**src/rtl/tpc_pkg.sv**
```systemverilog
package tpc_pkg;

  // Progress of the preemptable frame through the arbiter.
  typedef enum logic [1:0] {
    PS_IDLE   = 2'd0,  // no frame open
    PS_ACTIVE = 2'd1,  // fragment being sent
    PS_SUSP   = 2'd2   // frame cut, waiting to resume
  } pstate_e;

endpackage

```
**src/rtl/tpc_hold_edge.sv**
```systemverilog
module tpc_hold_edge (
  input  logic clk,
  input  logic rst_n,
  input  logic hold_in,
  output logic rise_pulse
);

  logic hold_q;

  always_ff @(posedge clk) begin
    if (!rst_n) begin
      hold_q     <= 1'b0;
      rise_pulse <= 1'b0;
    end else begin
      hold_q     <= hold_in;
      rise_pulse <= hold_in & ~hold_q;
    end
  end

endmodule

```
**src/rtl/tpc_cut_decide.sv**
```systemverilog
module tpc_cut_decide
  import tpc_pkg::*;
#(
  parameter int LEN_W     = 16,
  parameter int CODE_W    = 2,
  parameter int FRAG_UNIT = 64
) (
  input  pstate_e           state,
  input  logic              en,
  input  logic              exp_pend,
  input  logic [CODE_W-1:0] code,
  input  logic [LEN_W-1:0]  len_q,
  input  logic [LEN_W-1:0]  base_q,
  input  logic [LEN_W-1:0]  sent,
  output logic              cut
);

  localparam int XW = LEN_W + 1;

  logic [XW-1:0] remain_b;
  logic [XW-1:0] frag_b;
  logic [XW-1:0] min_b;
  logic          frag_ok;
  logic          remain_ok;

  always_comb begin
    // Bytes left in the frame; saturate at zero on a malformed count.
    remain_b = (len_q >= sent) ? {1'b0, len_q - sent} : '0;
    // Bytes sent since the current fragment began.
    frag_b   = (sent >= base_q) ? {1'b0, sent - base_q} : '0;
    // Coded minimum: (code + 1) fragment units.
    min_b    = XW'(FRAG_UNIT) * (XW'(code) + XW'(1));
    frag_ok   = frag_b >= XW'(FRAG_UNIT);
    remain_ok = remain_b >= min_b;
    cut = (state == PS_ACTIVE) && en && exp_pend && frag_ok && remain_ok;
  end

endmodule

```
**src/rtl/tpc_frag_track.sv**
```systemverilog
module tpc_frag_track
  import tpc_pkg::*;
#(
  parameter int LEN_W = 16,
  parameter int SEQ_W = 2
) (
  input  logic             clk,
  input  logic             rst_n,
  input  logic             fire,
  input  logic             sop,
  input  logic             eop,
  input  logic             cut,
  input  logic [LEN_W-1:0] frame_len,
  input  logic [LEN_W-1:0] sent,
  output pstate_e          state,
  output logic [LEN_W-1:0] len_q,
  output logic [LEN_W-1:0] base_q,
  output logic [SEQ_W-1:0] seq_q,
  output logic             start_p,
  output logic             cont_p
);

  always_ff @(posedge clk) begin
    if (!rst_n) begin
      state   <= PS_IDLE;
      len_q   <= '0;
      base_q  <= '0;
      seq_q   <= '0;
      start_p <= 1'b0;
      cont_p  <= 1'b0;
    end else begin
      start_p <= 1'b0;
      cont_p  <= 1'b0;
      unique case (state)
        PS_IDLE: begin
          if (fire && sop) begin
            len_q   <= frame_len;
            base_q  <= '0;
            seq_q   <= '0;
            start_p <= 1'b1;
            state   <= eop ? PS_IDLE : PS_ACTIVE;
          end
        end
        PS_ACTIVE: begin
          if (cut) begin
            state <= PS_SUSP;
          end else if (fire && eop) begin
            state <= PS_IDLE;
          end
        end
        PS_SUSP: begin
          if (fire) begin
            base_q <= sent;
            seq_q  <= seq_q + SEQ_W'(1);
            cont_p <= 1'b1;
            state  <= eop ? PS_IDLE : PS_ACTIVE;
          end
        end
        default: state <= PS_IDLE;
      endcase
    end
  end

endmodule

```
**src/rtl/tx_preempt_ctrl.sv**
```systemverilog
module tx_preempt_ctrl
  import tpc_pkg::*;
#(
  parameter int LEN_W     = 16,
  parameter int SEQ_W     = 2,
  parameter int CODE_W    = 2,
  parameter int FRAG_UNIT = 64
) (
  input  logic              clk,
  input  logic              rst_n,
  input  logic              cfg_enable,
  input  logic              cfg_hold,
  input  logic [CODE_W-1:0] cfg_frag_code,
  input  logic              exp_pending,
  input  logic              pre_valid,
  output logic              pre_ready,
  input  logic              pre_sop,
  input  logic              pre_eop,
  input  logic [LEN_W-1:0]  pre_frame_len,
  input  logic [LEN_W-1:0]  pre_sent_bytes,
  output logic              preempt_now,
  output logic [SEQ_W-1:0]  frag_seq,
  output logic              st_start_pulse,
  output logic              st_cont_pulse,
  output logic              st_hold_pulse
);

  pstate_e          state;
  logic [LEN_W-1:0] len_q;
  logic [LEN_W-1:0] base_q;
  logic             cut;
  logic             fire;

  tpc_cut_decide #(
    .LEN_W    (LEN_W),
    .CODE_W   (CODE_W),
    .FRAG_UNIT(FRAG_UNIT)
  ) u_decide (
    .state   (state),
    .en      (cfg_enable),
    .exp_pend(exp_pending),
    .code    (cfg_frag_code),
    .len_q   (len_q),
    .base_q  (base_q),
    .sent    (pre_sent_bytes),
    .cut     (cut)
  );

  // Gate for the preemptable stream.
  always_comb begin
    unique case (state)
      PS_ACTIVE: pre_ready = !cfg_hold && !cut;
      PS_SUSP:   pre_ready = !cfg_hold && !exp_pending;
      default:   pre_ready = !cfg_hold;
    endcase
  end

  assign fire        = pre_valid && pre_ready;
  assign preempt_now = cut;

  tpc_frag_track #(
    .LEN_W(LEN_W),
    .SEQ_W(SEQ_W)
  ) u_track (
    .clk      (clk),
    .rst_n    (rst_n),
    .fire     (fire),
    .sop      (pre_sop),
    .eop      (pre_eop),
    .cut      (cut),
    .frame_len(pre_frame_len),
    .sent     (pre_sent_bytes),
    .state    (state),
    .len_q    (len_q),
    .base_q   (base_q),
    .seq_q    (frag_seq),
    .start_p  (st_start_pulse),
    .cont_p   (st_cont_pulse)
  );

  tpc_hold_edge u_hold (
    .clk       (clk),
    .rst_n     (rst_n),
    .hold_in   (cfg_hold),
    .rise_pulse(st_hold_pulse)
  );

endmodule

```
**config.mk**
```make
export PLATFORM = sky130hd
export DESIGN_NAME = tx_preempt_ctrl
export DESIGN_NICKNAME = d
export VERILOG_FILES = /design/src/rtl/tpc_pkg.sv /design/src/rtl/tpc_hold_edge.sv /design/src/rtl/tpc_cut_decide.sv /design/src/rtl/tpc_frag_track.sv /design/src/rtl/tx_preempt_ctrl.sv
export SDC_FILE = /design/constraint.sdc
export NUM_CORES = 1
export LEC_CHECK = 0
export BUFFER_PORTS_ARGS = -buffer_cell sky130_fd_sc_hd__buf_2
export CORE_MARGIN = 1
export CORE_UTILIZATION = 55
export CTS_CLUSTER_SIZE = 12
export DETAILED_ROUTE_END_ITERATION = 7
export GPL_ROUTABILITY_DRIVEN = 0
export GPL_TIMING_DRIVEN = 0
export HOLD_SLACK_MARGIN = 0.02
export PLACE_DENSITY = 0.76
export SLEW_MARGIN = 20
export SYNTH_ARGS = -nofsm -noshare
export SYNTH_HDL_FRONTEND = slang
export SYNTH_SLANG_ARGS = --single-unit
```
**constraint.sdc**
```tcl
create_clock -name clk -period 5.5 [get_ports clk]
set_input_delay 0.275 -clock clk [delete_from_list [all_inputs] [get_ports clk]]
set_output_delay 0.275 -clock clk [all_outputs]
set_load 0.02 [all_outputs]
```
== Word-level counts from Yosys, hierarchy flattened ==
Index checks and enable logic that the tools add are counted.

* Bits of input ports: 42
* Word-level logic and storage cells: 59
* Output and inout port bits: 7
* Register bits: 40

* Bitwise logic cells: 2
* Reductions and logical operators: 19
* Add/subtract/negate cells: 4
* Eq/ne operators: 5
* Multiplexer cells: 17
* Order comparisons: 4

{| class="wikitable"
|+ Operators by type and width
! kind !! count
|-
| $mux 16 || 4
|-
| $ge 16x16->1 || 2
|-
| $pmux 16 s2 || 1
|-
| $sub 16x16->16 || 2
|-
| $ge 17x17->1 || 1
|-
| $ge 17x7->1 const B || 1
|-
| $mux 2 || 6
|-
| $logic_and 1x1->1 || 9
|-
| $pmux 2 s3 || 1
|-
| $reduce_and 2->1 || 3
|-
| $reduce_and 3->1 || 2
|-
| $ne 2x1->1 const B || 2
|-
| $pmux 2 s2 || 1
|-
| $add 2x1->3 const B || 1
|-
| $logic_not 1->1 || 3
|-
| $mux 1 || 3
|-
| $ne 3x2->1 const B || 1
|-
| $add 2x1->2 const B || 1
|-
| $eq 2x1->1 const B || 1
|-
| $eq 2x2->1 const B || 1
|-
| $logic_not 2->1 || 1
|-
| $pmux 1 s2 || 1
|-
| $reduce_bool 2->1 || 1
|-
| $and 1x1->1 || 1
|-
| $not 1->1 || 1
|}

== Logic depth before layout (Yosys ltp) ==
* Depth in word-level cells: 13
* Depth in mapped cells: 21
* Depth with buffers taken out: 20

== By module ==
A second synthesis with hierarchy kept.

* Cell total of the unflattened synthesis: 432
* Area, all modules: 3385.7 um2

{| class="wikitable"
|+ Modules (own cells, without submodules)
! module !! area each (um2) !! times used !! cells each !! seq. area each (um2)
|-
| tpc_cut_decide || 1905.6 || 1 || 287 || 0.0
|-
| tpc_frag_track || 1373.8 || 1 || 134 || 760.7
|-
| tpc_hold_edge || 55.1 || 1 || 4 || 40.0
|-
| tx_preempt_ctrl || 51.3 || 1 || 7 || 0.0
|}

== Worst setup path before layout ==
No wires, ideal clock.

* Path kind: register to register
* Start point: reg u_track.len_q[0]
* End point: reg u_track.len_q[10]
* Arrival: 3887 ps
* Buffers on the path: 1
* Library setup time: 128 ps
* Stages on the path, launching flop included: 21
* Data required time: 5372 ps
* Clock period less this slack: 4015 ps
* Slack: 1485 ps
* Path through: dfxtp_1 > inv_1 > ha_1 > fa_1 > nand2b_1 > a21oi_1 > o31a_1 > a31oi_2 > o21ai_0 > and2_1 > ha_1 > nor2b_1 > o21ai_0 > nand2b_1 > nor3_1 > nor3b_2 > a31oi_4 > a31oi_4 > buf_12 > mux2i_1 > nor2_1

* Cells in the longest elaborated chain, start to end: 10
* Elaborated cells between the ends (all ways): 11
* Those cells by class: add/sub: 1; order compare: 2; mux: 2; reduce/logical: 6

{| class="wikitable"
|+ Ends and longest elaborated chain
! what !! RTL line !! text
|-
| start: declaration || tpc_frag_track.sv:16 || <nowiki>output logic [LEN_W-1:0] len_q,</nowiki>
|-
| start signal: assignment || tpc_frag_track.sv:37 || <nowiki>len_q <= frame_len;</nowiki>
|-
| $sub 16x16->16 or $ge 16x16->1 (tied branches) || tpc_cut_decide.sv:28 || <nowiki>remain_b = (len_q >= sent) ? {1'b0, len_q - sent} : '0;</nowiki>
|-
| $mux 16 (*) || tpc_cut_decide.sv:28 ||
|-
| $ge 17x17->1 (*) || tpc_cut_decide.sv:34 || <nowiki>remain_ok = remain_b >= min_b;</nowiki>
|-
| $logic_and 1x1->1 (*) || tpc_cut_decide.sv:35 || <nowiki>cut = (state == PS_ACTIVE) && en && exp_pend && frag_ok && remain_ok;</nowiki>
|-
| $logic_not 1->1 (*) || tx_preempt_ctrl.sv:52 || <nowiki>PS_ACTIVE: pre_ready = !cfg_hold && !cut;</nowiki>
|-
| $logic_and 1x1->1 (*) || tx_preempt_ctrl.sv:52 ||
|-
| $pmux 1 s2 (*) || tx_preempt_ctrl.sv:51 || <nowiki>unique case (state)</nowiki>
|-
| $logic_and 1x1->1 (*) || tx_preempt_ctrl.sv:58 || <nowiki>assign fire = pre_valid && pre_ready;</nowiki>
|-
| $logic_and 1x1->1 (*) || tpc_frag_track.sv:36 || <nowiki>if (fire && sop) begin</nowiki>
|-
| $reduce_and 2->1 (no source line) (*) || -- ||
|}

Mark *: on every way between the ends. The rest lies on a longest branch, timed or not.
A chain may end at the register's enable or synchronous reset.

== Worst setup path after layout ==
* Start point: reg u_track.len_q[0]
* End point: out pre_ready

* Cells in the longest elaborated chain, start to end: 7
* Elaborated cells between the ends (all ways): 8
* Those cells by class: add/sub: 1; order compare: 2; mux: 2; reduce/logical: 3

{| class="wikitable"
|+ Ends and longest elaborated chain
! what !! RTL line !! text
|-
| $sub 16x16->16 or $ge 16x16->1 (tied branches) || tpc_cut_decide.sv:28 ||
|-
| $mux 16 (*) || tpc_cut_decide.sv:28 ||
|-
| $ge 17x17->1 (*) || tpc_cut_decide.sv:34 ||
|-
| $logic_and 1x1->1 (*) || tpc_cut_decide.sv:35 ||
|-
| $logic_not 1->1 (*) || tx_preempt_ctrl.sv:52 ||
|-
| $logic_and 1x1->1 (*) || tx_preempt_ctrl.sv:52 ||
|-
| $pmux 1 s2 (*) || tx_preempt_ctrl.sv:51 ||
|-
| end: declaration || tx_preempt_ctrl.sv:16 || <nowiki>output logic pre_ready,</nowiki>
|}

Marked as above.

==> run metrics <==
Layout Cells excl Fill 596; postcts setup bufs 0; largest fanout on the critical path 4; Peak Freq 200 MHz; largest cells by area after synthesis dfxtp_1 (21%), ha_1 (13%), mux2i_1 (6.1%); largest net degree at the start of global routing 14; CTS Root Cell clkbuf_8; Worst Hold Class primary input to flip-flop; TNS Setup 0 ns; DR iter-0 viols 334; port bufs 48; Flop pwr share 0.389; Max-Cap Viols 0; TritonCTS Buffers 5; Cell Int Power 519 uW; vias in the first global route 3,271; WL/cell 15.6 um; Synth warnings 0; max-slew violations 0; status finished, final reports clean; GRT overflow 0; Routed WL 9310 um; Sw Share 0.323; CTS H-tree lvls 2; ys async rst share 0; TritonCTS clock tree done; CP startpoint kind flip-flop; RSZ-0062 raised after global routing no; top-count cell post-synth nor2_1; drt first pass iters 6; post-route ant nets 0; die area 0.00723 sq mm; prevailing post-synth register cell dfxtp_1; Fin. Hold Viols 0; fin crit period 5.01 ns; area grow syn2layout 11.8%; All-Layer GR Usage 0.266; Slew HR 0.344; total clock sinks 40; layout cell share with drive strength beyond 1 0.168; Post-Syn Area 0.00379 sq mm; layout net count 602; cts-stage hold buffer count 0; clock-pin slew on the worst setup and hold paths 0.08 ns; die width 85.0 um; leakage dissipation 1.77 nW; Crit path required time 5.22 ns; pwr dens 181 mW/mm^2; Initial Util 0.584; Worst Clk Skew 0.00333 ns; crit path from u_track.len_q[0]$_SDFFE_PN0P_; die height 85.0 um; Crit path arrival time 4.73 ns; Synth Instances 463; sequential share of the synthesized area 0.211; placed cell count 588; Placeable Area 0.00649 sq mm; vias 3,629; CP endpoint kind primary output; Max IR drop VDD 0.163 mV; final setup vio count 0; r2r startpoint u_track.len_q[0]$_SDFFE_PN0P_; Clock Path Buffers 2; final instance area 0.00424 sq mm; hold path startpoint pre_frame_len[9]; global-route wire length before repair 15,400 um; Setup Crit Path Kind flip-flop to primary output; overall power consumption 767 uW; DRC Markers 0; total net switching power 248 uW; initial antenna violation count 0; # IOs 49; # resized after CTS 0; actual slew at the worst max-slew pin 0.977 ns; syn avg cell area 8.19 sq um; Gate power share 0.287; hpwl dp 7370 um; Post-synth top cells nor2_1 (48), inv_1 (47), dfxtp_1 (40), ha_1 (40), a21oi_1 (27); DP Area 0.00413 sq mm; number of synthesized flops with an enable pin 0; top cell type by total area after synthesis dfxtp_1; ratio of final minimum period to clock period 0.910; # diodes 0; Worst-Skew Late Latency 0.30 ns; Via density 6.09; row count 29; Syn Nets 547; post-synthesis register bit count 40; clock network power share 0.324; top-area cell type share of the netlist area 0.211; count of cell types in the netlist 71
==> kinds of logic after synthesis <==
group | after synthesis | synth area share
buffers and inverters | 64 | 0.0743
xor gates and xnor gates | 13 | 0.0300
AOI/OAI and AO/OA | 135 | 0.279
DFF | 40 | 0.211
muxes | 23 | 0.0607
adders and majority gates | 42 | 0.143
and+or+nand+nor | 146 | 0.202
==> worst paths after layout <==
kind	end	slack, ns	depth (start not counted)
worst min register to register	u_hold.rise_pulse$_SDFF_PN0_	0.40	1
worst min-delay path	u_track.len_q[9]$_SDFFE_PN0P_	0.21	3
worst max-delay path	pre_ready	0.49	20
worst max register to register	u_track.len_q[11]$_SDFFE_PN0P_	0.66	20
==> critical path, cell delays in order (launching register included) <==
cell and delay (ns):
dfxtp_1 0.33, inv_1 0.04, ha_1 0.20, fa_1 0.39
nand2b_1 0.18, a21oi_1 0.25, o31a_1 0.24, a31oi_2 0.14
o21ai_0 0.37, and2_1 0.20, ha_1 0.23, nor2b_1 0.13
o21ai_0 0.14, nand2b_1 0.10, nor3_1 0.34, nor3b_2 0.35
nand3_1 0.20, nand2_1 0.18, o21ai_0 0.09, a21oi_1 0.14
buf_2 0.17
==> per-stage QoR <==
| stage | setup slack (ns) | util | hold WS, ns |
|---|---|---|---|
| floorplan | 1.49 | - | 0.367 |
| finish | 0.494 | 0.652 | 0.207 |
| detailed placement | 0.673 | 0.635 | 0.387 |
| CTS | 0.596 | 0.652 | 0.204 |
| global route | 0.191 | 0.652 | 0.220 |
| global placement | 0.781 | 0.635 | 0.376 |
==> cell type report <==
cell class	instances	area (sq um)
multi-input cells	359	2710
fillers	592	2260
flip-flops and latches	40	801
repair buffers	48	240
inverters	47	176
plain buffers	17	105
well taps	77	96.3
clock buffers	5	68.8
clock inverters	3	42.5
==> state kept, by name (all words and copies together), names as in the netlist <==
| signal | cells |
|---|---|
| u_track.base_q | 16 |
| u_track.seq_q | 2 |
| u_track.state | 2 |
| u_track.start_p | 1 |
| u_track.len_q | 16 |
| u_track.cont_p | 1 |
| u_hold.rise_pulse | 1 |
| u_hold.hold_q | 1 |
==> power by group through the flow <==
stage / Combinational [mW] / Sequential (mW) / Clock, mW
global placement: 0.211 / 0.305 / 0
detailed placement: 0.216 / 0.305 / 0
floorplan: 0.158 / 0.305 / 0
CTS: 0.218 / 0.299 / 0.252
global route: 0.243 / 0.299 / 0.262
finish: 0.220 / 0.299 / 0.248
==> cell usage in the layout (no fill, tap or decap), types with 3 or more instances in the layout <==
cell type  instances
nand4b_1           3
or2_1              3
nand4_1            5
a211o_1            4
and2_1             4
clkbuf_8           5
a32o_1            16
a21oi_1           27
nor2_1            48
nor3_1            10
o21bai_1           3
o2111a_1           3
clkbuf_1           8
a211oi_1           4
nand3_1           11
dfxtp_1           40
and3_1             4
nor4_1             3
nand2_1           22
ha_1              40
nor2b_1            9
nand2b_1           9
a21o_1             4
xnor2_1            7
a31oi_1            5
a311o_1            3
mux2i_1           23
buf_2             53
o21a_1             7
o211ai_1           5
o21ai_0           13
o21ai_1            7
a21oi_2            5
inv_1             47
xor2_1             6
==> metal layers <==
layer,vias to the layer above,track usage,part of all wire
li1,1813,-,-
met1,1699,0.380,0.48
met2,110,0.431,0.45
met3,7,0.0321,0.056
met4,0,0.0570,0.010
met5,-,0,0
Power figures use the tool's default switching activity.
